**src/rtl/sext_pkg.sv**
```systemverilog
// Package: shared encodings and helpers for the scaled sign extender.
// Assumes a 64-bit datapath and element widths of 8, 16, 32 and 64 bits.
package sext_pkg;

    localparam int SX_DATA_W  = 64;
    localparam int SX_NUM_EW  = 4;
    localparam int SX_MIN_LOG = 3;   // log2 of the smallest element width
    localparam int SX_FLD_W   = 3;   // width of a field-size log2 value

    typedef enum logic [1:0] {
        OP_BYTE = 2'd0,
        OP_HALF = 2'd1,
        OP_WORD = 2'd2,
        OP_BAD  = 2'd3
    } ext_op_e;

    typedef enum logic [1:0] {
        EW_8  = 2'd0,
        EW_16 = 2'd1,
        EW_32 = 2'd2,
        EW_64 = 2'd3
    } elem_w_e;

    // Spread bit 0 of every byte over that byte (the 1-bit field case).
    function automatic logic [SX_DATA_W-1:0] lsb_fill_bytes(input logic [SX_DATA_W-1:0] v);
        logic [SX_DATA_W-1:0] r;
        for (int k = 0; k < SX_DATA_W / 8; k++) begin
            r[k*8 +: 8] = {8{v[k*8]}};
        end
        return r;
    endfunction

endpackage

```
**src/rtl/sext_field_ctrl.sv**
```systemverilog
// Module: sext_field_ctrl
// Turns op, element width and mode into the log2 size of the field to extend.
// Assumes the op encoding of sext_pkg; an illegal op yields a zero field log.
module sext_field_ctrl
    import sext_pkg::*;
(
    input  logic [1:0]          op_sel,
    input  logic [1:0]          elem_width,
    input  logic                scaled_mode,
    output logic [SX_FLD_W-1:0] fld_log,
    output logic                illegal
);

    // Decode the field size: scaled follows element width, legacy is fixed.
    always_comb begin
        illegal = (ext_op_e'(op_sel) == OP_BAD);
        if (illegal) begin
            fld_log = '0;
        end else if (scaled_mode) begin
            fld_log = SX_FLD_W'(elem_width) + SX_FLD_W'(op_sel);
        end else begin
            fld_log = SX_FLD_W'(SX_MIN_LOG) + SX_FLD_W'(op_sel);
        end
    end

    // in scaled mode the field is always narrower than the selected element.
    always_comb begin
        if (scaled_mode && !illegal) begin
            p_scaled_field_r3: assert (int'(fld_log) < SX_MIN_LOG + int'(elem_width))
                else $error("scaled field not narrower than element");
        end
    end

endmodule

```
**src/rtl/sext_elem.sv**
```systemverilog
// Module: sext_elem
// Sign-extends the low 2**fld_log bits of one W-bit element.
// Assumes W is a power of two of at least 8; a field at least W wide passes through.
module sext_elem
    import sext_pkg::*;
#(
    parameter int W = 8
) (
    input  logic [W-1:0]        din,
    input  logic [SX_FLD_W-1:0] fld_log,
    output logic [W-1:0]        dout
);

    localparam int LW = $clog2(W);

    logic [6:0]    span;
    logic [6:0]    sidx_full;
    logic [LW-1:0] sidx;
    logic          pass_thru;
    logic          sign_bit;

    // Locate the field's top bit and decide whether the element passes through.
    always_comb begin
        span      = 7'd1 << fld_log;
        sidx_full = span - 7'd1;
        sidx      = sidx_full[LW-1:0];
        pass_thru = (int'(fld_log) >= LW);
        sign_bit  = din[sidx];
    end

    // Keep bits inside the field and copy the sign bit into the rest.
    always_comb begin
        for (int j = 0; j < W; j++) begin
            if (pass_thru || (7'(j) < span)) begin
                dout[j] = din[j];
            end else begin
                dout[j] = sign_bit;
            end
        end
    end

endmodule

```
**src/rtl/sext_scaled_unit.sv**
```systemverilog
// Module: sext_scaled_unit (top)
// Packed-element sign extender with a scaled or fixed field size and one
// output register stage. Assumes a 64-bit operand and a synchronous active-low reset.
module sext_scaled_unit
    import sext_pkg::*;
#(
    parameter int DATA_W = SX_DATA_W
) (
    input  logic              clk,
    input  logic              rst_n,
    input  logic              in_valid,
    input  logic [DATA_W-1:0] in_data,
    input  logic [1:0]        op_sel,
    input  logic [1:0]        elem_width,
    input  logic              scaled_mode,
    output logic              out_valid,
    output logic [DATA_W-1:0] out_data,
    output logic              out_err
);

    localparam int NUM_EW = SX_NUM_EW;

    logic [SX_FLD_W-1:0] fld_log;
    logic                illegal;
    logic [DATA_W-1:0]   cand [NUM_EW];
    logic [DATA_W-1:0]   result;

    sext_field_ctrl u_ctrl (
        .op_sel      (op_sel),
        .elem_width  (elem_width),
        .scaled_mode (scaled_mode),
        .fld_log     (fld_log),
        .illegal     (illegal)
    );

    // One lane array per element width; each element is extended on its own.
    for (genvar w = 0; w < NUM_EW; w++) begin : g_width
        localparam int EW = 8 << w;
        localparam int NE = DATA_W / EW;
        logic [DATA_W-1:0] lane_res;
        for (genvar e = 0; e < NE; e++) begin : g_elem
            sext_elem #(.W(EW)) u_elem (
                .din     (in_data[e*EW +: EW]),
                .fld_log (fld_log),
                .dout    (lane_res[e*EW +: EW])
            );
        end
        assign cand[w] = lane_res;
    end

    // Pick the lane array for the selected width, forcing zero on an illegal op.
    always_comb begin
        result = illegal ? '0 : cand[elem_width];
    end

    // Register valid, error and data; data loads only with a strobe.
    always_ff @(posedge clk) begin
        if (!rst_n) begin
            out_valid <= 1'b0;
            out_err   <= 1'b0;
            out_data  <= '0;
        end else begin
            out_valid <= in_valid;
            out_err   <= in_valid && illegal;
            if (in_valid) begin
                out_data <= result;
            end
        end
    end

    p_reset_clear_r1: assert property (@(posedge clk)
        !rst_n |=> (!out_valid && !out_err && out_data == '0))
        else $error("reset did not clear outputs");

    p_valid_set_r2: assert property (@(posedge clk) disable iff (!rst_n)
        in_valid |=> out_valid)
        else $error("valid not propagated");

    p_valid_clr_r2: assert property (@(posedge clk) disable iff (!rst_n)
        !in_valid |=> (!out_valid && $stable(out_data)))
        else $error("idle cycle changed outputs");

    p_err_zero_r10: assert property (@(posedge clk) disable iff (!rst_n)
        out_err |-> (out_data == '0 && out_valid))
        else $error("error result not zero");

    p_err_cause_r10: assert property (@(posedge clk) disable iff (!rst_n)
        (in_valid && op_sel == 2'd3) |=> out_err)
        else $error("illegal op not flagged");

    p_onebit_mask_r6: assert property (@(posedge clk) disable iff (!rst_n)
        (in_valid && scaled_mode && op_sel == 2'd0 && elem_width == 2'd0)
        |=> out_data == lsb_fill_bytes($past(in_data)))
        else $error("1-bit field not spread to mask");

    p_legacy_pass_r9: assert property (@(posedge clk) disable iff (!rst_n)
        (in_valid && !scaled_mode && op_sel != 2'd3 && op_sel >= elem_width)
        |=> out_data == $past(in_data))
        else $error("wide legacy field did not pass element");

endmodule

```
**config.mk**
```make
export PLATFORM = sky130hd
export DESIGN_NAME = sext_scaled_unit
export DESIGN_NICKNAME = d
export VERILOG_FILES = /design/src/rtl/sext_pkg.sv /design/src/rtl/sext_field_ctrl.sv /design/src/rtl/sext_elem.sv /design/src/rtl/sext_scaled_unit.sv
export SDC_FILE = /design/constraint.sdc
export NUM_CORES = 1
export LEC_CHECK = 0
export ABC_AREA = 1
export BUFFER_PORTS_ARGS = -buffer_cell sky130_fd_sc_hd__buf_2
export CAP_MARGIN = 10
export CORE_AREA = 3 3 105 107
export CTS_CLUSTER_SIZE = 10
export DETAILED_ROUTE_END_ITERATION = 8
export DIE_AREA = 0 0 108 110
export GPL_ROUTABILITY_DRIVEN = 0
export PLACE_DENSITY = 0.86
export SYNTH_ARGS = -nofsm -noshare
export SYNTH_HDL_FRONTEND = slang
export SYNTH_SLANG_ARGS = --single-unit
```
**constraint.sdc**
```tcl
create_clock -name clk -period 7.2 [get_ports clk]
set_input_delay 1.44 -clock clk [delete_from_list [all_inputs] [get_ports clk]]
set_output_delay 1.44 -clock clk [all_outputs]
set_load 0.1 [all_outputs]
```
# After elaboration in Yosys (flattened, before gate mapping)
# Cells that the tools add are included.
# word_totals
out_inout_bits,66
wordCells,495
inputBits,72
reg_bits,66
# op_classes
eq_ne,1
mux,292
addsub,3
n_lt_le_gt_ge,73
reduce_logical,121
n_shift,1
bitwise_logic,1
# ops
cell,count
$mux W1,271
$lt A6 B7 Y1 const A,32
$mux W64,3
$bmux W64 S2,1
$logic_or A1 B1 Y1,120
$lt A5 B7 Y1 const A,16
$lt A4 B7 Y1 const A,8
$lt A3 B7 Y1 const A,4
$bmux W1 S3,8
$bmux W1 S4,4
$lt A1 B7 Y1 const A,2
$lt A2 B7 Y1 const A,2
$ge A3 B3 Y1 const B,4
$bmux W1 S5,2
$lt A6 B7 Y1 const B,1
$shl A1 B3 Y7 const A,1
$bmux W1 S6,1
$lt A5 B6 Y1 const B,1
$mux W3,2
$sub A6 B1 Y6 const B,1
$lt A4 B5 Y1 const B,1
$lt A3 B4 Y1 const B,1
$add A2 B2 Y3,1
$add A2 B2 Y3 const A,1
4 further kinds,4

# Logic depth before layout (Yosys ltp)
# Gate-level depths: netlist (run 1).
# depth
depth_word,12
depth_mapped,26

# Hierarchy
# Synthesis (run 1) repeated with hierarchy kept, for this count alone.
# unflattened
hier_cells,1979
hier_area_um2,9613.0
# modules_own_cells
mod,cells_each,seq_area_each_um2,area_each_um2,instances
sext_scaled_unit,1031,1321.3,5251.3,1
sext_elem at g_width[2].g_elem[0].u_elem ...,187,0.0,857.1,2
sext_elem at g_width[0].g_elem[0].u_elem ...,27,0.0,115.1,8
sext_elem at g_width[1].g_elem[0].u_elem ...,45,0.0,212.7,4
sext_elem at g_width[3].g_elem[0].u_elem,164,0.0,794.5,1
sext_field_ctrl,14,0.0,81.3,1

# Worst setup path before layout (run 1)
# No wires, ideal clock.
# synth_path
path_type,input to register
startpoint,input elem_width[1]
endpoint,register out_data[37]
t_arrival_ns,5.205
setup_time_ns,0.132
n_path_buf,8
path_slack_ns,1.863
stages,26
path_cell_list,inv_1 -> clkbuf_1 -> clkbuf_1 -> nand2_1 -> fa_1 -> o21ai_4 -> buf_4 -> buf_4 -> clkbuf_1 -> nand3_1 -> ha_1 -> buf_2 -> inv_1 -> buf_2 -> nand3_1 -> nand3_1 -> nand3_1 -> nand3_4 -> nand2_2 -> nand2_4 -> buf_6 -> nand3_1 -> nand2_1 -> nand2_1 -> nand2_1 -> a21oi_1
# synth_between
elab_chain_cells,12
word_cells_on_any_way,32
cone_classes,2 x add/sub; 6 x order compare; 1 x shift; 18 x mux; 1 x bitwise; 4 x reduce/logical
# synth_lines
item,line_no,source
"start, declared",sext_scaled_unit.sv:14,"input logic [1:0] elem_width,"
$add A2 B2 Y3,sext_field_ctrl.sv:20,fld_log = SX_FLD_W'(elem_width) + SX_FLD_W'(op_sel);
$mux W3,sext_field_ctrl.sv:19,end else if (scaled_mode) begin
$mux W3,sext_field_ctrl.sv:17,if (illegal) begin
$shl A1 B3 Y7,sext_elem.sv:24,span = 7'd1 << fld_log;
$sub A6 B1 Y6,sext_elem.sv:25,sidx_full = span - 7'd1;
$bmux W1 S6 (tied with other cells),sext_elem.sv:28,sign_bit = din[sidx];
$mux W1 (implied by the code),sext_elem.sv:28,
$mux W1,sext_elem.sv:34,if (pass_thru || (7'(j) < span)) begin
$bmux W64 S2 *,sext_scaled_unit.sv:53,result = illegal ? '0 : cand[elem_width];
$mux W64 (implied by the code) * (2 in series),sext_scaled_unit.sv:53,
$mux W64 *,sext_scaled_unit.sv:53,
"end signal, assigned",sext_scaled_unit.sv:66,out_data <= result;
"end, declared",sext_scaled_unit.sv:17,"output logic [DATA_W-1:0] out_data,"
# Every way passes the cells marked *; elsewhere a longest branch is shown, timed or not. The select of a mux whose other input is x is not followed.
# A chain may end at the register's enable or synchronous reset.

# Worst setup path in the final report (run 1)
# layout_path
startpoint,input elem_width[1]
endpoint,register out_data[40]
# Same word-level chain as after synthesis.

==> results by group, run 1 <==
Clocking
  • Post-CTS Hold Fix Bufs: 0
  • Post-cts resize count: 0
  • # clock sinks: 66
  • Deepest clock path buffer count: 2
  • CTS tree: built
  • Insertion delay to the later sink of the worst-skew pair: 0.35 ns
  • Clk root buf: clkbuf_8
  • # H-tree levels: 3
  • TritonCTS Buffers: 9
  • Postcts setup bufs: 0
  • Clk slew on worst S/H paths: roughly 0.070 ns

Floorplan
  • Die width: approximately 110 µm
  • Row count: 37
  • IO Count: about 140
  • DIE AREA: ~12000 µm²
  • Die height: 110 µm
  • Core Box Area: between 10000 and 15000 µm²
  • Starting Density: approximately 55%

Synth
  • Area share of and/or/nand/nor cells after synthesis: 44.9%
  • Synthesis Warnings: 0
  • Sequential area share after synthesis: 23.4%
  • Post-synthesis mux area share: 0%
  • Syn avg cell area: around 5.7 µm²
  • Yosys top cell area share: 23.4%
  • Synth Flop Type: dfxtp_1
  • Flops & latches, synth: 66
  • Mapped Area: 5650 µm²
  • Post-synth net total: 1068
  • XOR/XNOR share of the synthesized area: less than 1%
  • Adder-cell share of the synthesized area: 0.797%
  • Post-synth EDFFs: 0
  • Async SR Flop Fraction: 0%
  • Library cells used by synthesis: 31
  • Most frequent cell after synthesis: nand2_1
  • Synth Area in Compound Gates: between 20 and 25%
  • Largest area contributor in the netlist: nand2_1
  • Largest family of logic cells by synthesized area: simple AND/OR/NAND/NOR gates
  • Post-Syn Instances: approximately 990
  • Top cells by area, synth: nand2_1 (23%), dfxtp_1 (23%), nand3_1 (12%), a21oi_1 (9.4%), o21ai_0 (6.0%)
  • Post-synth top cells: nand2_1 (353), nand3_1 (136), a21oi_1 (106)

Global route
  • First-pass GRT wire length: between 30 and 40 mm
  • GRT Residual Overflow: 0
  • Initial antenna violation count: 0
  • Largest net degree at the start of global routing: 75
  • Vias in the first global route: roughly 6300
  • Global Route Usage Sum: 31.4%

Detailed routing
  • DR vias: roughly 7200
  • Routed WL per cell: around 16 µm
  • Via density: 5.91
  • Routed Antenna Nets: 0
  • DRT Pass-1 Iters: 7
  • Drt drc: 0
  • Routed Wire Length: about 19 mm
  • Initial DRC Count: between 900 and 1000

Setup path
  • Register-to-Register Path Depth: 2
  • Levels on crit path: 20
  • CP bufs+invs: 5
  • R2r endpoint: out_data[57]$_SDFFE_PN0P_
  • Worst path most repeated cell: nand3_1
  • Maximum fanout along the worst path: 47
  • Critical path class: in2reg
  • Required time of the critical path: between 7 and 8 ns
  • Cell family with most CP delay: simple AND/OR/NAND/NOR gates
  • CP arrival: 5.64 ns
  • R2R Setup Slk: between 6 and 7 ns
  • Slowest cell on the critical path: fa_1
  • Critical path launch point type: primary input
  • Setup crit end kind: flop
  • FF-to-FF Start: out_data[57]$_SDFFE_PN0P_
  • Critical Path Max Stage Delay: 0.57 ns
  • Crit. Startpoint: elem_width[1]
  • Critical Path, Cell by Cell: buf_2 -> inv_1 -> buf_4 -> nand2_1 -> fa_1 -> o21ai_4 -> nand3_1 -> ha_1 -> inv_1 -> nand3_1 -> nand3_1 -> nand3_1 -> nand3_4 -> nand3_1 -> nand2_2 -> inv_2 -> nand2_1 -> nand3_1 -> nand2_1 -> a21oi_1
  • Crit path capture: out_data[40]$_SDFFE_PN0P_

Pwr
  • Max VDD drop: around 0.12 mV
  • Switch Pwr: roughly 0.0009 W
  • Sequential share of power: 24.3%
  • Switching part of the total: around 53%
  • Leak: around 3.2 nW
  • Clk pwr share: between 10% and 20%
  • Power Density: ~270 nW/µm²
  • Pint: roughly 0.00081 W
  • Comb pwr share: between 50% and 60%
  • Final Power: 0.00172 W

STA
  • Relative slew slack: about 28%
  • Tmin final: approximately 5.4 ns
  • RSZ-0062 raised after global routing: no
  • Fmax: approximately 180 MHz
  • Setup-failing EPs final: 0
  • Final Hold Viols: 0
  • WHS: between 0.4 and 0.5 ns
  • Clk_skew: 0 ns
  • Total Neg Setup Slack: 0 ns
  • Pin slew with the least headroom to its limit: around 1.1 ns
  • Final Cycle Share: 75.7%
  • Final Slew Violations: 0

Placement
  • Post-DP HPWL: 12.3 mm
  • Port Buffers: about 140

Outcome
  • Status: complete, no violations

Layout
  • Final Core Density: a little over three fifths
  • Antenna cells: 0
  • Nets: about 1200
  • Synth-to-layout area growth: 14.6%
  • Share of cells above drive strength 1: roughly 19%
  • # fillers: approximately 1100

Flow run
  • Max_cap viols: 0

Hold path
  • Min-Delay Path Class: reg2reg
[cell type report]
| cell class | count | area (µm²) | area share (%) |
|---|---|---|---|
| well taps | 136 | 170 | 2.63 |
| inverters | 49 | 184 | 2.84 |
| repair buffers | 149 | 776 | 12.0 |
| clock inverters | 3 | 40.0 | 0.618 |
| clock buffers | 11 | 151 | 2.34 |
| multi-input cells | 807 | 3830 | 59.2 |
| flip-flops and latches | 66 | 1320 | 20.4 |
[placed cells by master, fill, tap and decap left out, drive strengths merged]
cell,count
xor2,1
clkbuf,11
nand3b,5
or2,14
nand2,364
a31oi,7
ha,2
clkinv,2
buf,149
o21bai,7
inv,49
nand3,146
dfxtp,66
fa,1
o221ai,1
bufinv,1
nand4,2
a21oi,106
nor2,41
o211ai,20
o21ai,87
and2,3
[flip-flops by register name, summed over array words and instances, names as in the netlist]
signal,count
out_data,64
out_err,1
out_valid,1
[power groups by stage]
stage               logic, W  registers (W)  clock network [W]
floorplan           0.000518       0.000685                  0
global placement    0.000942       0.000426                  0
detailed placement  0.000953       0.000427                  0
CTS                 0.000958       0.000419           0.000328
global route         0.00106       0.000423           0.000338
finish              0.000978       0.000419           0.000325
[per-layer routing]
layer  vias to the layer above  GRT usage (%)  share of wire [%]
met1                      3145           42.2                 40
met5                         -              0                  0
met4                         0           13.8                3.7
met2                       523           49.0                 44
li1                       3472              -                  -
met3                        79           6.23                 12
[worst min-delay path: stages, from the launching register on]
cell	delay [ns]
dfxtp_1	0.31
nand2_1	0.06
a21oi_1	0.05
[stage by stage]
stage	std cells	cell area, µm²	worst slack [ns]
floorplan	993	5650	1.86
global placement	1207	6280	1.61
detailed placement	1207	6280	1.52
CTS	1221	6480	1.89
global route	1221	6480	1.43
finish	1221	6480	1.75
[cell families after synthesis]
logic type	after synthesis
compound gates	228
xor+xnor	1
fa+ha+maj	3
buf+inv	120
flops	66
simple gates	575
[worst min path at each step]
stage                              startpoint                   endpoint  slack, ns  cells past startpoint
floorplan           out_data[50]$_SDFFE_PN0P_  out_data[50]$_SDFFE_PN0P_       0.91                      2
global placement    out_data[19]$_SDFFE_PN0P_  out_data[19]$_SDFFE_PN0P_       0.45                      2
detailed placement  out_data[20]$_SDFFE_PN0P_  out_data[20]$_SDFFE_PN0P_       0.45                      2
CTS                 out_data[25]$_SDFFE_PN0P_  out_data[25]$_SDFFE_PN0P_       0.46                      2
global route        out_data[37]$_SDFFE_PN0P_  out_data[37]$_SDFFE_PN0P_       0.48                      2
finish               out_data[5]$_SDFFE_PN0P_   out_data[5]$_SDFFE_PN0P_       0.46                      2
No activity file was read; power rests on OpenSTA's default activity.
==> run 2: changes to the inputs <==
--- a/config.mk
+++ b/config.mk
@@ -8,12 +8,12 @@
 export ABC_AREA = 1
 export BUFFER_PORTS_ARGS = -buffer_cell sky130_fd_sc_hd__buf_2
 export CAP_MARGIN = 10
-export CORE_AREA = 3 3 105 107
+export CORE_AREA = 3 3 106 108
 export CTS_CLUSTER_SIZE = 10
 export DETAILED_ROUTE_END_ITERATION = 8
-export DIE_AREA = 0 0 108 110
+export DIE_AREA = 0 0 109 111
 export GPL_ROUTABILITY_DRIVEN = 0
-export PLACE_DENSITY = 0.86
+export PLACE_DENSITY = 0.84
 export SYNTH_ARGS = -nofsm -noshare
 export SYNTH_HDL_FRONTEND = slang
 export SYNTH_SLANG_ARGS = --single-unit
==> constraint.sdc (replaced) <==
create_clock -name clk -period 5.4 [get_ports clk]
set_input_delay 1.08 -clock clk [delete_from_list [all_inputs] [get_ports clk]]
set_output_delay 1.08 -clock clk [all_outputs]
set_load 0.1 [all_outputs]
==> results by group, run 2 (same netlist as run 1, synthesis figures left out) <==
Global route
  • GRT Residual Overflow: 0 (unchanged)
  • Initial antenna violation count: 0 (unchanged)
  • First-pass GRT wire length: 30.7 mm (was 30.5 mm)
  • Largest net degree at the start of global routing: 75 (unchanged)
  • Global Route Usage Sum: 31.0% (was 31.4%)
  • Vias in the first global route: 6204 (was 6303)

Clocking
  • CTS tree: built (unchanged)
  • Postcts setup bufs: 0 (unchanged)
  • Post-cts resize count: 0 (unchanged)
  • TritonCTS Buffers: 9 (unchanged)
  • Insertion delay to the later sink of the worst-skew pair: 0.37 ns (was 0.35 ns)
  • # clock sinks: 66 (unchanged)
  • Post-CTS Hold Fix Bufs: 0 (unchanged)
  • Clk root buf: clkbuf_8 (unchanged)
  • # H-tree levels: 3 (unchanged)
  • Deepest clock path buffer count: 2 (unchanged)
  • Clk slew on worst S/H paths: 0.07 ns (about the same)

Layout
  • Layout Cell Area excl Fill: 6480 µm² (about the same)
  • Antenna cells: 0 (unchanged)
  • Nets: 1159 (was 1157)
  • Synth-to-layout area growth: 14.8% (was 14.6%)
  • Biggest regs: out_data x64, out_err x1, out_valid x1 (unchanged)
  • Max reg flops: 64 (unchanged)
  • Share of cells above drive strength 1: 19.4% (about the same)
  • Biggest register: out_data (unchanged)
  • Commonest non-fill, non-tap cells in the layout: nand2_1 (353), buf_2 (137), nand3_1 (136), a21oi_1 (106), o21ai_0 (68) (unchanged)
  • Final non-filler cell total: 1224 (was 1221)
  • # fillers: 1040 (was 1069)
  • Commonest non-fill, non-tap cell in the layout: nand2_1 (unchanged)

Flow run
  • Max_cap viols: 0 (unchanged)

Setup path
  • Maximum fanout along the worst path: 16 (was 47)
  • Critical path class: in2reg (unchanged)
  • Levels on crit path: 18 (was 20)
  • CP bufs+invs: 3 (was 5)
  • Cell family with most CP delay: simple AND/OR/NAND/NOR gates (unchanged)
  • Slowest cell on the critical path: fa_1 (unchanged)
  • Required time of the critical path: 5.60 ns (was 7.39 ns)
  • R2R Setup Slk: 4.67 ns (was 6.46 ns)
  • Worst path most repeated cell: nand3_1 (unchanged)
  • Critical Path, Cell by Cell: buf_2 -> inv_2 -> nand2_1 -> ha_1 -> fa_1 -> o21ai_4 -> nand3_1 -> ha_1 -> inv_1 -> nand3_1 -> nand3_1 -> nand3_1 -> nand3_4 -> nand3_2 -> o21ai_1 -> nand2_1 -> o211ai_1 -> a21oi_1 (was buf_2 -> inv_1 -> buf_4 -> nand2_1 -> fa_1 -> o21ai_4 -> nand3_1 -> ha_1 -> inv_1 -> nand3_1 -> nand3_1 -> nand3_1 -> nand3_4 -> nand3_1 -> nand2_2 -> inv_2 -> nand2_1 -> nand3_1 -> nand2_1 -> a21oi_1)
  • Register-to-Register Path Depth: 2 (unchanged)
  • Critical path launch point type: primary input (unchanged)
  • Setup crit end kind: flop (unchanged)
  • Critical Path Max Stage Delay: 0.53 ns (was 0.57 ns)
  • CP arrival: 4.61 ns (was 5.64 ns)

Pwr
  • Max VDD drop: 0.168 mV (was 0.120 mV)
  • Leak: 3.20 nW (was 3.19 nW)
  • Final Power: 0.00229 W (was 0.00172 W)
  • Power Density: 353 nW/µm² (was 266 nW/µm²)

Detailed routing
  • Initial DRC Count: 860 (was 957)
  • Routed WL per cell: 15.4 µm (was 15.5 µm)
  • Drt drc: 2 (was 0)
  • Routed Wire Length: 18.9 mm (was 19.0 mm)
  • Routed Antenna Nets: 0 (unchanged)
  • DRT Pass-1 Iters: 7 (unchanged)
  • DR vias: 7089 (was 7219)
  • Via density: 5.79 (was 5.91)

Outcome
  • Failing checks: DRC
  • Status: finished with violations (was complete, no violations)

Floorplan
  • DIE AREA: 12100 µm² (was 11900 µm²)
  • Core Box Area: 10300 µm² (was 10200 µm²)
  • IO Count: 138 (unchanged)
  • Starting Density: 54.7% (was 55.2%)
  • Row count: 37 (unchanged)
  • Die height: 111 µm (was 110 µm)
  • Die width: 109 µm (was 108 µm)

STA
  • Pin slew with the least headroom to its limit: 1.07 ns (was 1.08 ns)
  • Fmax: ~230 MHz
  • Clk_skew: 0 ns (unchanged)
  • Tmin final: ~4.4 ns
  • Final Slew Violations: 0 (unchanged)
  • Setup-failing EPs final: 0 (unchanged)
  • Setup WS post-layout: 0.996 ns (was 1.75 ns)
  • RSZ-0062 raised after global routing: no (unchanged)
  • Relative slew slack: 28.6% (was 28.0%)
  • Final Hold Viols: 0 (unchanged)
  • Total Neg Setup Slack: 0 ns (unchanged)
  • Final Cycle Share: 81.6%

Placement
  • Placed insts: 1209 (was 1207)
  • Post-DP HPWL: 12.5 mm (was 12.3 mm)
  • Pre-CTS setup slack: 0.722 ns (was 1.52 ns)
  • Cell Area, Placed: 6300 µm² (was 6280 µm²)
  • Port Buffers: 137 (unchanged)

Hold path
  • Hold path depth: 2 (unchanged)
  • Min-Delay Path Class: reg2reg (unchanged)
-- run 2: cell count changes in the layout (fill, tap and decap cells not counted), sizes merged --
cell    before  now
buf        149  151
clkbuf      11   12
-- run 2: report_power, final --
group	internal [W]	switching, W
sequential	0.000535	0.0000233
clock	0.000222	0.000205
combinational	0.000320	0.000982
total	0.00108	0.00121
-- run 2: metal layers --
layer	vias up	global-route usage, %	wire (µm)	part of all wire (%)
met1	3094	43.6	7800	41
met3	62	5.13	2180	12
met5	-	0	0	0
met2	456	47.0	8270	44
li1	3477	-	-	-
met4	0	11.7	624	3.3
-- run 2: worst reg2reg max path, delay by kind of cell, from the launching register on --
| kind | cells | cell delay, ns |
|---|---|---|
| AO/OA/AOI/OAI | 1 | 0.17 |
| flip-flops | 1 | 0.41 |
| AND/OR/NAND/NOR | 1 | 0.07 |
-- run 2: cell type report --
cell class	instances	area (µm²)	share of cell area, %
Timing Repair Buffer	151	791	12.2
Sequential cell	66	1320	20.4
Clock inverter	3	40.0	0.617
Multi-Input combinational cell	807	3830	59.1
Clock buffer	12	145	2.24
Inverter	49	184	2.84
Tap cell	136	170	2.62
-- run 2: final timing paths --
path	from	to
min reg2reg	out_data[55]$_SDFFE_PN0P_	out_data[55]$_SDFFE_PN0P_
max reg2reg	out_data[57]$_SDFFE_PN0P_	out_data[57]$_SDFFE_PN0P_
max	elem_width[0]	out_data[31]$_SDFFE_PN0P_
min	out_data[55]$_SDFFE_PN0P_	out_data[55]$_SDFFE_PN0P_
-- run 2: per-stage QoR --
stage / util (%) / hold WS (ns)
6_report: 62.8 / 0.462
5_1_grt: 62.8 / 0.478
4_1_cts: 62.8 / 0.463
3_5_place_dp: 61.0 / 0.452
3_3_place_gp: 61.0 / 0.451
2_1_floorplan: - / 0.909
==> run 3: changes to the inputs <==
==> constraint.sdc (replaced) <==
create_clock -name clk -period 4.25 [get_ports clk]
set_input_delay 0.85 -clock clk [delete_from_list [all_inputs] [get_ports clk]]
set_output_delay 0.85 -clock clk [all_outputs]
set_load 0.1 [all_outputs]
==> results by group, run 3 (same netlist as run 1, synthesis figures left out) <==
Outcome
  • Status: complete, no violations (was finished with violations)

Floorplan
  • Die width: 109 µm (unchanged)
  • Row count: 37 (unchanged)
  • Starting Density: 54.7% (unchanged)
  • DIE AREA: 12100 µm² (unchanged)
  • Core Box Area: 10300 µm² (unchanged)
  • Die height: 111 µm (unchanged)
  • IO Count: 138 (unchanged)

Placement
  • Pre-CTS setup slack: 0.0653 ns (was 0.722 ns)
  • Port Buffers: 137 (unchanged)
  • Post-DP HPWL: 12.9 mm (was 12.5 mm)

STA
  • Fmax: roughly 250 MHz
  • Pin slew with the least headroom to its limit: 1.10 ns (was 1.07 ns)
  • Setup WS post-layout: 0.298 ns (was 0.996 ns)
  • Setup-failing EPs final: 0 (unchanged)
  • Clk_skew: 0 ns (unchanged)
  • RSZ-0062 raised after global routing: no (unchanged)
  • Tmin final: a little under 4 ns
  • Final Slew Violations: 0 (unchanged)
  • Total Neg Setup Slack: 0 ns (unchanged)
  • Final Cycle Share: about 93%
  • WHS: 0.462 ns (about the same)
  • Final Hold Viols: 0 (unchanged)
  • Relative slew slack: 26.8% (was 28.6%)

Layout
  • Biggest register: out_data (unchanged)
  • Share of cells above drive strength 1: 20.0% (was 19.4%)
  • Commonest non-fill, non-tap cells in the layout: nand2_1 (353), buf_2 (137), nand3_1 (136), a21oi_1 (106), o21ai_0 (68) (unchanged)
  • Synth-to-layout area growth: 16.1% (was 14.8%)
  • Storage cell area: 1320 µm² (unchanged)
  • Final Core Density: 63.5% (was 62.8%)
  • # fillers: 1022 (was 1040)
  • Multi-input logic area: 3840 µm² (was 3830 µm²)
  • Max reg flops: 64 (unchanged)
  • Commonest non-fill, non-tap cell in the layout: nand2_1 (unchanged)
  • Nets: 1163 (was 1159)
  • Biggest regs: out_data x64, out_err x1, out_valid x1 (unchanged)

Pwr
  • Pint: 0.00143 W (was 0.00108 W)
  • Clk pwr share: 19.8% (was 18.7%)
  • Power Density: 453 nW/µm² (was 353 nW/µm²)
  • Sequential share of power: 23.9% (was 24.4%)
  • Leak: 3.23 nW (was 3.20 nW)
  • Comb pwr share: 56.4% (was 56.9%)
  • Switch Pwr: 0.00155 W (was 0.00121 W)
  • Switching part of the total: 52.0% (was 52.9%)
  • Max VDD drop: 0.221 mV (was 0.168 mV)
  • Final Power: 0.00297 W (was 0.00229 W)

Detailed routing
  • DR vias: 7227 (was 7089)
  • Routed Antenna Nets: 0 (unchanged)
  • Routed WL per cell: 15.6 µm (was 15.4 µm)
  • Drt drc: 0 (was 2)
  • DRT Pass-1 Iters: 6 (was 7)
  • Initial DRC Count: 1012 (was 860)
  • Via density: 5.88 (was 5.79)
  • Routed Wire Length: 19.2 mm (was 18.9 mm)

Setup path
  • Critical path class: in2reg (unchanged)
  • CP arrival: 4.14 ns (was 4.61 ns)
  • Setup crit end kind: flop (unchanged)
  • Required time of the critical path: 4.44 ns (was 5.60 ns)
  • Critical path launch point type: primary input (unchanged)
  • Maximum fanout along the worst path: 16 (unchanged)
  • R2R Setup Slk: 3.53 ns (was 4.67 ns)

Hold path
  • Min-Delay Path Class: reg2reg (unchanged)

Global route
  • GRT Residual Overflow: 0 (unchanged)
  • Global Route Usage Sum: 31.3% (was 31.0%)
  • First-pass GRT wire length: 31.0 mm (was 30.7 mm)
  • Largest net degree at the start of global routing: 75 (unchanged)
  • Vias in the first global route: 6463 (was 6204)
  • Initial antenna violation count: 2 (was 0)

Clocking
  • # clock sinks: 66 (unchanged)
  • Deepest clock path buffer count: 2 (unchanged)
  • Post-cts resize count: 0 (unchanged)
  • Post-CTS Hold Fix Bufs: 0 (unchanged)
  • # H-tree levels: 3 (unchanged)
  • TritonCTS Buffers: 9 (unchanged)
  • CTS tree: built (unchanged)
  • Clk root buf: clkbuf_8 (unchanged)
  • Clk slew on worst S/H paths: 0.08 ns (was 0.07 ns)
  • Insertion delay to the later sink of the worst-skew pair: 0.35 ns (was 0.37 ns)
  • Postcts setup bufs: 0 (unchanged)

Flow run
  • Max_cap viols: 0 (unchanged)
==> run 3: changes by cell type in the layout (fill, tap and decap cells not counted) <==
cell	change
diode_2	+1
nor2_1	-1
buf_12	+1
inv_2	+1
buf_4	+3
inv_1	-1
fa_1	-1
bufinv_16	+1
clkinv_4	+1
nor2_2	+1
clkbuf_8	-1
fa_2	+1
==> run 3: final timing paths <==
check / cells past startpoint / startpoint / end
hold reg to reg: 2 / out_data[16]$_SDFFE_PN0P_ / out_data[16]$_SDFFE_PN0P_
setup reg to reg: 2 / out_data[57]$_SDFFE_PN0P_ / out_data[57]$_SDFFE_PN0P_
hold / removal: 2 / out_data[16]$_SDFFE_PN0P_ / out_data[16]$_SDFFE_PN0P_
setup / recovery: 18 / elem_width[0] / out_data[25]$_SDFFE_PN0P_
==> run 3: through the flow <==
step | instances | area, µm²
floorplan | 993 | 5670
global route | 1230 | 6560
CTS | 1229 | 6560
finish | 1230 | 6560
global placement | 1213 | 6350
detailed placement | 1213 | 6350
==> run 3: layout make-up <==
type | count | share of cell area [%]
antenna | 1 | 0.0381
clock buffer | 11 | 2.00
clock inverter | 5 | 1.20
inverter | 49 | 2.80
multi-input combinational | 807 | 58.5
sequential | 66 | 20.1
tap | 136 | 2.59
timing repair buffer | 155 | 12.7
==> run 3: worst max-delay path: stages <==
cell	delay, ns
buf_2	0.13
inv_2	0.06
nand2_1	0.06
ha_1	0.20
fa_2	0.48
o21ai_4	0.19
nand3_1	0.10
ha_1	0.37
inv_2	0.30
nand3_1	0.16
nand3_1	0.16
nand3_2	0.14
nand3_4	0.15
nand3_2	0.29
o21ai_0	0.19
nand2_1	0.09
o211ai_1	0.14
a21oi_1	0.09
==> run 3: power by group through the flow <==
stage | clock (W) | sequential, W | combinational (W)
floorplan | 0 | 0.00116 | 0.000884
global placement | 0 | 0.000722 | 0.00162
detailed placement | 0 | 0.000724 | 0.00164
CTS | 0.000596 | 0.000710 | 0.00165
global route | 0.000625 | 0.000717 | 0.00182
finish | 0.000588 | 0.000710 | 0.00168
==> run 3: routing by layer <==
layer / track usage [%] / up-vias / wire length (µm)
met3: 5.53 / 80 / 2260
met2: 48.4 / 497 / 8560
li1: - / 3484 / -
met4: 14.1 / 0 / 714
met5: 0 / - / 0
met1: 41.9 / 3166 / 7660
